[config.mk]
export PLATFORM = sky130hd
export DESIGN_NAME = gain_ramp_ctrl
export DESIGN_NICKNAME = d
export VERILOG_FILES = /design/src/rtl/grc_pkg.sv /design/src/rtl/grc_ramp_ram.sv /design/src/rtl/grc_sequencer.sv /design/src/rtl/grc_scaler.sv /design/src/rtl/gain_ramp_ctrl.sv
export SDC_FILE = /design/constraint.sdc
export NUM_CORES = 2
export LEC_CHECK = 0
export BUFFER_PORTS_ARGS = -buffer_cell sky130_fd_sc_hd__buf_2
export CAP_MARGIN = 5
export CORE_MARGIN = 2
export CORE_UTILIZATION = 35
export CTS_CLUSTER_SIZE = 8
export DETAILED_ROUTE_END_ITERATION = 8
export PLACE_DENSITY = 0.59
export SETUP_SLACK_MARGIN = 0.1
export SLEW_MARGIN = 20
export SYNTH_ARGS = -nofsm -noshare
export SYNTH_HDL_FRONTEND = slang
export SYNTH_HIERARCHICAL = 1
export SYNTH_SLANG_ARGS = --single-unit
[constraint.sdc]
create_clock -name clk -period 14.6 [get_ports clk]
set_clock_uncertainty 0.2 [all_clocks]
set_input_delay 1.46 -clock clk [delete_from_list [all_inputs] [get_ports clk]]
set_output_delay 1.46 -clock clk [all_outputs]
set_load 0.01 [all_outputs]
[src/rtl/grc_pkg.sv]
package grc_pkg;

    typedef enum logic [1:0] {
        PH_IDLE  = 2'd0,
        PH_DOWN  = 2'd1,
        PH_PAUSE = 2'd2,
        PH_UP    = 2'd3
    } grc_phase_e;

endpackage

[src/rtl/grc_ramp_ram.sv]
module grc_ramp_ram #(
    parameter int W     = 16,
    parameter int DEPTH = 64,
    parameter int AW    = $clog2(DEPTH)
) (
    input  logic          clk,
    input  logic          rst_n,
    input  logic          wr_en,
    input  logic [AW-1:0] wr_addr,
    input  logic [W-1:0]  wr_data,
    input  logic [AW-1:0] rd_addr,
    output logic [W-1:0]  rd_data
);

    logic [W-1:0] mem_q [DEPTH];
    logic [W-1:0] mem_d [DEPTH];

    always_comb begin
        for (int k = 0; k < DEPTH; k++) begin
            mem_d[k] = mem_q[k];
        end
        if (wr_en) begin
            mem_d[wr_addr] = wr_data;
        end
    end

    always_ff @(posedge clk or negedge rst_n) begin
        if (!rst_n) begin
            for (int k = 0; k < DEPTH; k++) begin
                mem_q[k] <= '0;
            end
        end else begin
            for (int k = 0; k < DEPTH; k++) begin
                mem_q[k] <= mem_d[k];
            end
        end
    end

    assign rd_data = mem_q[rd_addr];

endmodule

[src/rtl/grc_sequencer.sv]
module grc_sequencer
    import grc_pkg::*;
#(
    parameter int W     = 16,
    parameter int DEPTH = 64,
    parameter int AW    = $clog2(DEPTH),
    parameter int CNT_W = 16
) (
    input  logic             clk,
    input  logic             rst_n,
    input  logic             sample_adv,
    input  logic             sync_evt,
    input  logic [CNT_W-1:0] pause_len,
    input  logic             scale_wr,
    input  logic [W-1:0]     scale_wdata,
    input  logic [W-1:0]     ram_rdata,
    output logic [AW-1:0]    ram_raddr,
    output logic [W-1:0]     gain_scale,
    output logic [W-1:0]     gain_ramp,
    output logic             quiet,
    output logic             busy
);

    localparam logic [W-1:0]     UNITY    = {1'b1, {(W-1){1'b0}}};
    localparam logic [AW-1:0]    IDX_LAST = AW'(DEPTH - 1);
    localparam logic [CNT_W-1:0] CNT_ONE  = CNT_W'(1);

    typedef struct packed {
        grc_phase_e       ph;
        logic [AW-1:0]    idx;
        logic [CNT_W-1:0] cnt;
        logic [W-1:0]     active;
        logic [W-1:0]     pending;
    } seq_t;

    seq_t st_q, st_d;

    always_comb begin
        st_d = st_q;
        if (scale_wr) begin
            st_d.pending = scale_wdata;
        end
        case (st_q.ph)
            PH_IDLE: begin
                if (sync_evt) begin
                    st_d.ph  = PH_DOWN;
                    st_d.idx = IDX_LAST;
                    st_d.cnt = (pause_len == '0) ? CNT_ONE : pause_len;
                end
            end
            PH_DOWN: begin
                if (sample_adv) begin
                    if (st_q.idx == '0) begin
                        st_d.ph = PH_PAUSE;
                    end else begin
                        st_d.idx = st_q.idx - 1'b1;
                    end
                end
            end
            PH_PAUSE: begin
                if (sample_adv) begin
                    if (st_q.cnt <= CNT_ONE) begin
                        st_d.ph     = PH_UP;
                        st_d.idx    = '0;
                        st_d.active = st_q.pending;
                    end else begin
                        st_d.cnt = st_q.cnt - 1'b1;
                    end
                end
            end
            PH_UP: begin
                if (sample_adv) begin
                    if (st_q.idx == IDX_LAST) begin
                        st_d.ph = PH_IDLE;
                    end else begin
                        st_d.idx = st_q.idx + 1'b1;
                    end
                end
            end
            default: st_d.ph = PH_IDLE;
        endcase
    end

    always_ff @(posedge clk or negedge rst_n) begin
        if (!rst_n) begin
            st_q <= '{ph: PH_IDLE, idx: '0, cnt: '0, active: UNITY, pending: UNITY};
        end else begin
            st_q <= st_d;
        end
    end

    always_comb begin
        case (st_q.ph)
            PH_IDLE:  gain_ramp = UNITY;
            PH_PAUSE: gain_ramp = '0;
            default:  gain_ramp = (st_q.idx == '0) ? '0 : ram_rdata;
        endcase
    end

    assign ram_raddr  = st_q.idx;
    assign gain_scale = st_q.active;
    assign quiet      = (st_q.ph == PH_PAUSE);
    assign busy       = (st_q.ph != PH_IDLE);

    AST_SYNC_IGNORED_BUSY: assert property (@(posedge clk) disable iff (!rst_n)
        (busy && sync_evt && !sample_adv) |=> ($stable(st_q.idx) && $stable(st_q.ph)));
    AST_DOWN_DESCENDS: assert property (@(posedge clk) disable iff (!rst_n)
        (st_q.ph == PH_DOWN && sample_adv && st_q.idx != '0) |=> (st_q.ph == PH_DOWN && st_q.idx == $past(st_q.idx) - 1'b1));
    AST_UP_ASCENDS: assert property (@(posedge clk) disable iff (!rst_n)
        (st_q.ph == PH_UP && sample_adv && st_q.idx != IDX_LAST) |=> (st_q.ph == PH_UP && st_q.idx == $past(st_q.idx) + 1'b1));
    AST_SCALE_AT_PAUSE_END: assert property (@(posedge clk) disable iff (!rst_n)
        (st_q.active != $past(st_q.active)) |-> ($past(st_q.ph) == PH_PAUSE && st_q.ph == PH_UP));
    AST_HOLD_NO_SAMPLE: assert property (@(posedge clk) disable iff (!rst_n)
        (busy && !sample_adv) |=> ($stable(st_q.idx) && $stable(st_q.cnt)));

endmodule

[src/rtl/grc_scaler.sv]
module grc_scaler #(
    parameter int W = 16
) (
    input  logic                clk,
    input  logic                rst_n,
    input  logic                in_valid,
    input  logic signed [W-1:0] in_i,
    input  logic signed [W-1:0] in_q,
    input  logic [W-1:0]        gain_scale,
    input  logic [W-1:0]        gain_ramp,
    output logic                out_valid,
    output logic signed [W-1:0] out_i,
    output logic signed [W-1:0] out_q
);

    localparam int PW    = 3 * W + 1;
    localparam int SHIFT = 2 * (W - 1);
    localparam logic signed [PW-1:0] RND  = {{(PW-SHIFT){1'b0}}, 1'b1, {(SHIFT-1){1'b0}}};
    localparam logic signed [PW-1:0] SMAX = {{(PW-W+1){1'b0}}, {(W-1){1'b1}}};
    localparam logic signed [PW-1:0] SMIN = {{(PW-W+1){1'b1}}, {(W-1){1'b0}}};

    typedef struct packed {
        logic                valid;
        logic signed [W-1:0] i;
        logic signed [W-1:0] q;
    } out_t;

    out_t o_q, o_d;
    logic [2*W-1:0] gain;

    function automatic logic signed [W-1:0] apply_gain(input logic signed [W-1:0] x,
                                                      input logic [2*W-1:0] g);
        logic signed [PW-1:0] xe;
        logic signed [PW-1:0] ge;
        logic signed [PW-1:0] pr;
        logic signed [PW-1:0] rs;
        xe = {{(PW-W){x[W-1]}}, x};
        ge = {{(PW-2*W){1'b0}}, g};
        pr = xe * ge + RND;
        rs = pr >>> SHIFT;
        if (rs > SMAX) begin
            return SMAX[W-1:0];
        end else if (rs < SMIN) begin
            return SMIN[W-1:0];
        end
        return rs[W-1:0];
    endfunction

    always_comb begin
        gain    = {{W{1'b0}}, gain_scale} * {{W{1'b0}}, gain_ramp};
        o_d     = o_q;
        o_d.valid = in_valid;
        if (in_valid) begin
            o_d.i = apply_gain(in_i, gain);
            o_d.q = apply_gain(in_q, gain);
        end
    end

    always_ff @(posedge clk or negedge rst_n) begin
        if (!rst_n) begin
            o_q <= '0;
        end else begin
            o_q <= o_d;
        end
    end

    assign out_valid = o_q.valid;
    assign out_i     = o_q.i;
    assign out_q     = o_q.q;

    AST_VALID_LATENCY: assert property (@(posedge clk) disable iff (!rst_n)
        in_valid |=> out_valid);
    AST_HOLD_WITHOUT_VALID: assert property (@(posedge clk) disable iff (!rst_n)
        !in_valid |=> (!out_valid && $stable(out_i) && $stable(out_q)));

endmodule

[src/rtl/gain_ramp_ctrl.sv]
module gain_ramp_ctrl #(
    parameter int W     = 16,
    parameter int DEPTH = 64,
    parameter int AW    = $clog2(DEPTH),
    parameter int CNT_W = 16
) (
    input  logic                clk,
    input  logic                rst_n,
    input  logic                in_valid,
    input  logic signed [W-1:0] in_i,
    input  logic signed [W-1:0] in_q,
    input  logic                sync_pin,
    input  logic                cmd_sync,
    input  logic [CNT_W-1:0]    pause_len,
    input  logic                scale_wr,
    input  logic [W-1:0]        scale_wdata,
    input  logic                ram_wr,
    input  logic [AW-1:0]       ram_waddr,
    input  logic [W-1:0]        ram_wdata,
    output logic                out_valid,
    output logic signed [W-1:0] out_i,
    output logic signed [W-1:0] out_q,
    output logic                quiet,
    output logic                busy
);

    localparam logic [W-1:0] UNITY = {1'b1, {(W-1){1'b0}}};

    logic          sync_evt;
    logic [AW-1:0] ram_raddr;
    logic [W-1:0]  ram_rdata;
    logic [W-1:0]  gain_scale;
    logic [W-1:0]  gain_ramp;

    assign sync_evt = sync_pin | cmd_sync;

    grc_ramp_ram #(.W(W), .DEPTH(DEPTH), .AW(AW)) u_ram (
        .clk     (clk),
        .rst_n   (rst_n),
        .wr_en   (ram_wr),
        .wr_addr (ram_waddr),
        .wr_data (ram_wdata),
        .rd_addr (ram_raddr),
        .rd_data (ram_rdata)
    );

    grc_sequencer #(.W(W), .DEPTH(DEPTH), .AW(AW), .CNT_W(CNT_W)) u_seq (
        .clk         (clk),
        .rst_n       (rst_n),
        .sample_adv  (in_valid),
        .sync_evt    (sync_evt),
        .pause_len   (pause_len),
        .scale_wr    (scale_wr),
        .scale_wdata (scale_wdata),
        .ram_rdata   (ram_rdata),
        .ram_raddr   (ram_raddr),
        .gain_scale  (gain_scale),
        .gain_ramp   (gain_ramp),
        .quiet       (quiet),
        .busy        (busy)
    );

    grc_scaler #(.W(W)) u_scl (
        .clk        (clk),
        .rst_n      (rst_n),
        .in_valid   (in_valid),
        .in_i       (in_i),
        .in_q       (in_q),
        .gain_scale (gain_scale),
        .gain_ramp  (gain_ramp),
        .out_valid  (out_valid),
        .out_i      (out_i),
        .out_q      (out_q)
    );

    AST_QUIET_SILENT: assert property (@(posedge clk) disable iff (!rst_n)
        (quiet && in_valid) |=> (out_i == '0 && out_q == '0));
    AST_IDLE_UNITY_PASS: assert property (@(posedge clk) disable iff (!rst_n)
        (!busy && in_valid && gain_scale == UNITY) |=> (out_i == $past(in_i) && out_q == $past(in_q)));
    AST_SYNC_STARTS: assert property (@(posedge clk) disable iff (!rst_n)
        (!busy && sync_evt) |=> busy);

endmodule

=== After elaboration in Yosys (flattened, before gate mapping) ===
Cells that the tools add are included.

* Bits in registers: 1113
* Latch bits: 0
* RAM bits: 0
* Memory bits (read-only): 0
* Input port bits: 93
* Output and inout port bits: 35
* Logic and storage cells: 149
* Memories: 0

* Add/sub/neg operators: 5
* Multipliers: 3
* Divide/modulo/power cells: 0
* $lt $le $gt $ge: 8
* Equal/unequal tests: 14
* Shifts and indexed selects: 0
* Multiplexer cells: 34
* Bitwise operators: 3
* Reductions and logical operators: 10

{| class="wikitable"
|+ Operator list
! kind !! count
|-
| bitwise mux 1024 bit || 1
|-
| two-way mux 16 bit || 13
|-
| adder 49 x 31 -> 49 bit, second input constant || 2
|-
| multiplier 16 x 33 -> 49 bit || 2
|-
| binary-select mux 16 bit (select 6 bit) || 1
|-
| demux 16 bit (select 6 bit) || 1
|-
| case mux 16 bit (2 select lines) || 2
|-
| two-way mux 40 bit || 1
|-
| > comparator 19 x 16 -> 1 bit, second input constant || 2
|-
| less-than comparator 19 x 16 -> 1 bit, second input constant || 2
|-
| multiplier 16 x 16 -> 32 bit || 1
|-
| case mux 8 bit (4 select lines) || 1
|-
| two-way mux 24 bit || 1
|-
| two-way mux 8 bit || 3
|-
| less-or-equal comparator 16 x 1 -> 1 bit, second input constant || 1
|-
| zero test 16 bit || 1
|-
| subtractor 16 x 1 -> 16 bit, second input constant || 1
|-
| >= comparator 7 bit, second input constant || 2
|-
| inequality test 2 bit, second input constant || 7
|-
| inverter 6 -> 7 bit || 2
|-
| AND reduction 7 bit || 2
|-
| two-way mux 6 bit || 2
|-
| less-than comparator 7 x 1 -> 1 bit, second input constant || 1
|-
| adder 6 x 1 -> 6 bit, second input constant || 1
|-
| 14 further kinds || 24
|}

=== Depth between registers and ports, before layout ===
* Depth after elaboration: 14
* Gate-level depth with buffers: 60
* Gate-level depth less buffers: 51

=== Hierarchy ===
Netlist, hierarchy kept.

{| class="wikitable"
|+ Modules (own cells, without submodules)
! module !! instances !! cells an instance !! area an instance (um^2) !! sequential area each (um^2)
|-
| grc_ramp_ram || 1 || 3024 || 47122.7 || 25624.6
|-
| grc_scaler || 1 || 4795 || 42035.3 || 825.8
|-
| grc_sequencer || 1 || 312 || 3203.1 || 1403.8
|-
| gain_ramp_ctrl || 1 || 1 || 6.3 || 0.0
|}

=== Worst setup path after synthesis ===
OpenSTA, ideal clock, no wires.

* Path type: register -> register
* From: register u_seq.st_q, in the netlist u_seq/ram_raddr[2]
* To: register u_scl.o_q, in the netlist u_scl/out_q[2]
* Library setup time: 0.090 ns
* Arrival time: 13.268 ns
* Required time: 14.310 ns
* Slack: 1.042 ns
* Stages on the path, launching flop included: 58
* Buffers on the path: 8
* Clock period less this slack: 13.558 ns
* Path through: dfrtp_1 -> buf_4 -> buf_4 -> buf_2 -> buf_2 -> nor2_1 -> a22oi_1 -> nand4_1 -> and4_1 -> and3_1 -> clkbuf_1 -> nand2_1 -> fa_1 -> inv_1 -> fa_1 -> inv_1 -> fa_1 -> inv_1 -> (+22 left out) -> fa_1 -> fa_1 -> inv_1 -> fa_1 -> inv_1 -> ha_1 -> buf_2 -> a21o_1 -> a21o_1 -> a21o_1 -> nand3_1 -> o211ai_1 -> a21o_1 -> o31ai_1 -> mux2i_1 -> nand4_1 -> buf_2 -> o221ai_1

* Longest elaborated chain between the ends: 14
* Elaborated cells on any way between the ends: 17
* Classes of those cells: add/sub: 1; mul: 2; order compare: 2; mux: 10; bitwise: 1; reduce/logical: 1

{| class="wikitable"
|+ Ends and longest elaborated chain
! element !! RTL line !! text
|-
| start, declared || grc_sequencer.sv:36 || <nowiki>seq_t st_q, st_d;</nowiki>
|-
| start signal, assigned || grc_sequencer.sv:86 || <nowiki>st_q <= '{ph: PH_IDLE, idx: '0, cnt: '0, active: UNITY, pending: UNITY};</nowiki>
|-
| start signal, assigned || grc_sequencer.sv:88 || <nowiki>st_q <= st_d;</nowiki>
|-
| inverter 6 -> 7 bit (implied by the code) * || grc_ramp_ram.sv:39 || <nowiki>assign rd_data = mem_q[rd_addr];</nowiki>
|-
| binary-select mux 16 bit (select 6 bit) * || grc_ramp_ram.sv:39 ||
|-
| two-way mux 16 bit (implied by the code) * (2 in a row) || grc_ramp_ram.sv:39 ||
|-
| via ram_rdata[7] || gain_ramp_ctrl.sv:31 || <nowiki>logic [W-1:0] ram_rdata;</nowiki>
|-
| two-way mux 16 bit * || grc_sequencer.sv:96 || <nowiki>default: gain_ramp = (st_q.idx == '0) ? '0 : ram_rdata;</nowiki>
|-
| case mux 16 bit (2 select lines) * || grc_sequencer.sv:93 || <nowiki>case (st_q.ph)</nowiki>
|-
| via gain_ramp[7] || gain_ramp_ctrl.sv:33 || <nowiki>logic [W-1:0] gain_ramp;</nowiki>
|-
| multiplier 16 x 16 -> 32 bit * || grc_scaler.sv:50 || <nowiki>gain = {{W{1'b0}}, gain_scale} * {{W{1'b0}}, gain_ramp};</nowiki>
|-
| multiplier 16 x 33 -> 49 bit * || grc_scaler.sv:39 || <nowiki>pr = xe * ge + RND;</nowiki>
|-
| adder 49 x 31 -> 49 bit * || grc_scaler.sv:39 ||
|-
| less-than comparator 19 x 16 -> 1 bit || grc_scaler.sv:43 || <nowiki>end else if (rs < SMIN) begin</nowiki>
|-
| two-way mux 1 bit || grc_scaler.sv:43 ||
|-
| two-way mux 1 bit || grc_scaler.sv:41 || <nowiki>if (rs > SMAX) begin</nowiki>
|-
| two-way mux 1 bit || grc_scaler.sv:53 || <nowiki>if (in_valid) begin</nowiki>
|-
| two-way mux 16 bit * || grc_scaler.sv:46 || <nowiki>return rs[W-1:0];</nowiki>
|-
| end signal, assigned || grc_scaler.sv:61 || <nowiki>o_q <= '0;</nowiki>
|-
| end signal, assigned || grc_scaler.sv:63 || <nowiki>o_q <= o_d;</nowiki>
|-
| end, declared || grc_scaler.sv:28 || <nowiki>out_t o_q, o_d;</nowiki>
|}

The timed path passes the listed nets; every way through them passes the cells marked *. The select of a mux whose other input is x is not followed.
A chain may end at the register's enable or synchronous reset.

=== Worst setup path in the final report ===
* From: register u_seq.st_q, in the netlist u_seq/ram_raddr[0]
* To: register u_scl.o_q, in the netlist u_scl/out_i[12]

Same word-level chain as after synthesis.

==> flow_summary.toml <==
[synth]
synth.distinct_cells = 100
avgSynthCellArea_um2 = 11.4
synth_area_leader_cell = "dfrtp_1"
synth-async-reset-ratio_pct = 100
yosysMostFrequentCell = "inv_1"
ys_ff_latch = 1113
synthesis.nets = 9666
yosysWarnings = 6
synth_enable_flop_cells = 0
dominantRegCellSynth = "dfrtp_1"
synthCells = 8132
seq_area_frac_synth_pct = 30.2
synth_top_area_share_pct = 30.1
ys_top_cells_by_area = "dfrtp_1, fa_1, mux2_2, ha_1, mux4_2"
synth.cell_area_mm2 = 0.0924
synth_commonest_cells = "inv_1, mux2_2, dfrtp_1, fa_1, nand2_1"

[clocking]
htree_num_levels = 4
postCtsHoldBufs = 0
clk_pin_slew_ps = 50
cts_root_buf = "clkbuf_16"
clockBufferDepth = 3
numCtsBuffers = 158
insertion_delay_ps = 800
cts_tree = "done"
clock-sinks = 1113

[global_routing]
grt_pass1_wl_mm = 408
grt_max_degree = 173
grt_pass1_vias = 68200
track_usage_pct = 19.5
antenna_found_initial = 14
gr-total-overflow = 0

[setup_path]
worst_setup_path_start_kind = "register"
crit_path_end_kind = "register"
cp.required_ps = 15070
arrival_ps = 14710
crit_top_cell = "fa_1"
worst-path-max-fanout = 7
reg2reg_slack_ps = 350
cpPeakStageDelay_ps = 580
path_class = "reg2reg"
crit_slowest_cell = "fa_1"

[cells_and_area]
drive_gt1_share_pct = 29.2
area_growth_pct = 13.7
final_util_pct = 40.0
finalNetCount = 9784

[timing]
finalSetupViolations = 0
max_freq_ghz = 0.0702
relSlewSlack_pct = 22.0
hold_violations = 0
drv_slew = 0
layout_setup_ws_ps = 354
period_minus_slack_ps = 14250
rsz0062_at_grt = "true"
finalCritPeriodShare_pct = 97.6
whs_ps = 281
worst_pin_slew_ps = 1170

[route]
drt-total-wl_mm = 263
drc = 0
dr.pass1.iters = 6
avgViaCountPerCell = 5.24
routedWlPerCell_um = 22.3
drtAntennaViolNets = 0
vias = 61815
drtIter0Drc = 3653

[job]
cap_violations = 0

[floorplan]
core_mm2 = 0.263
fp.dieH_um = 518
chipWidth_um = 518
die_area_mm2 = 0.268
ios = 128
num_rows = 188
initial_core_util_pct = 35.2

[outcome]
outcome = "complete, no violations"

[power_and_ir_drop]
power.density_mw_per_mm2 = 115
p_leak_nw = 49.8
ir_drop_uv = 105

[placed_design]
place_ws_ps = -736
io_buffers = 127
gp_congestion = 0.876
place_hpwl_mm = 182

[worst_hold_path]
hold_class = "reg2reg"
[cell families (layout without fill, tap and decap cells)]
| kind of cell | after synthesis | in the layout | share of synthesized area [%] |
|---|---|---|---|
| adder cells (fa/ha/maj) | 1441 | 1441 | 27.9 |
| XOR/XNOR | 63 | 64 | 0.606 |
| multiplexers | 1378 | 1378 | 19.5 |
| AND/OR/NAND/NOR | 1817 | 1817 | 9.90 |
| other | 0 | 7 | 0 |
| buffers and inverters | 1794 | 1941 | 8.00 |
| flip-flops | 1113 | 1113 | 30.2 |
| AO/OA/AOI/OAI | 526 | 527 | 3.94 |
[layout by cell type (no fill, tap or decap), types with 17 or more instances in the layout]
cell	count
a22oi_2	21
buf_12	47
nand4_1	42
a21oi_1	87
a21o_1	49
o21ai_0	61
mux2i_1	22
buf_6	35
and2_1	439
nand3_1	63
nand2b_1	65
buf_2	126
inv_2	19
ha_1	385
nor2b_1	21
nand2_2	23
nor2_1	116
o22a_1	17
nor3_1	35
buf_4	292
inv_1	1197
mux2_2	1114
nor2_4	26
mux4_2	223
xnor2_1	21
o22ai_1	24
a22oi_1	66
clkbuf_16	174
ha_4	21
a21oi_2	21
dfrtp_1	1107
fa_1	1013
and3_1	58
nand2_1	788
nor2_2	32
[what timing repair did]
action,4_1_cts,5_1_grt
setup buffers,25,79
endpoints found under the setup margin,32,32
cloned,10,12
gates resized for setup,84,266
pin swaps,27,197
endpoints found under the hold margin,0,0
[flip-flops by register name, indices dropped and copies added, names as in the netlist]
signal	count
u_scl/out_valid	1
u_scl/out_q	16
u_seq/gain_scale	16
u_seq/ram_raddr	6
u_seq/st_q	34
u_scl/out_i	16
u_ram/mem_q	1024
[path summary, 6_finish.rpt]
check	endpoint	cells past startpoint	startpoint
max	u_scl/out_i[12]	56	u_seq/ram_raddr[0]
min	u_ram/mem_q[286]	1	u_ram/mem_q[286]
max reg2reg	u_scl/out_i[12]	56	u_seq/ram_raddr[0]
min reg2reg	u_ram/mem_q[286]	1	u_ram/mem_q[286]
max in group asynchronous	u_ram/mem_q[197]	5	rst_n
min in group asynchronous	u_ram/mem_q[846]	1	rst_n
[cell type report]
class                      instances  area [µm²]
antenna                            7        17.5
clock buffer                     178        4150
clock inverter                    13         195
fill                           25055      158000
inverter                        1219        4580
multi-input combinational       5227       58800
sequential                      1113       27900
tap                             3515        4400
timing repair buffer             531        4960
[power by group]
part | internal [W] | switching, W
combinational | 0.00224 | 0.00276
sequential | 0.00352 | 0.000268
clock | 0.00199 | 0.00133
[routing by layer]
layer,global-route usage [%],share of wire (%)
met5,0,0.015
met4,7.24,4.0
met3,2.66,4.7
met2,34.1,50
met1,24.4,41
[worst max-delay path: cells and delay by family, from the launching register on]
family                   cells  cell delay (ps)
buffers and inverters       16             1700
flip-flops                   1              550
AND/OR/NAND/NOR              7             1430
adder cells (fa/ha/maj)     14             6540
multiplexers                 1              410
XOR/XNOR                     1              130
AO/OA/AOI/OAI               17             3130
[metrics by stage]
step	instance area (µm²)	instances	setup TNS, ps	power [W]
after floorplan	92400	8132	0	0.00656
after global placement	97400	11477	-12600	0.00821
after detailed placement	97500	11478	-16860	0.00830
after CTS	103000	11704	0	0.0119
after global routing	105000	11798	-31.4	0.0127
final	105000	11803	0	0.0121
(Power assumes the default switching activity.)
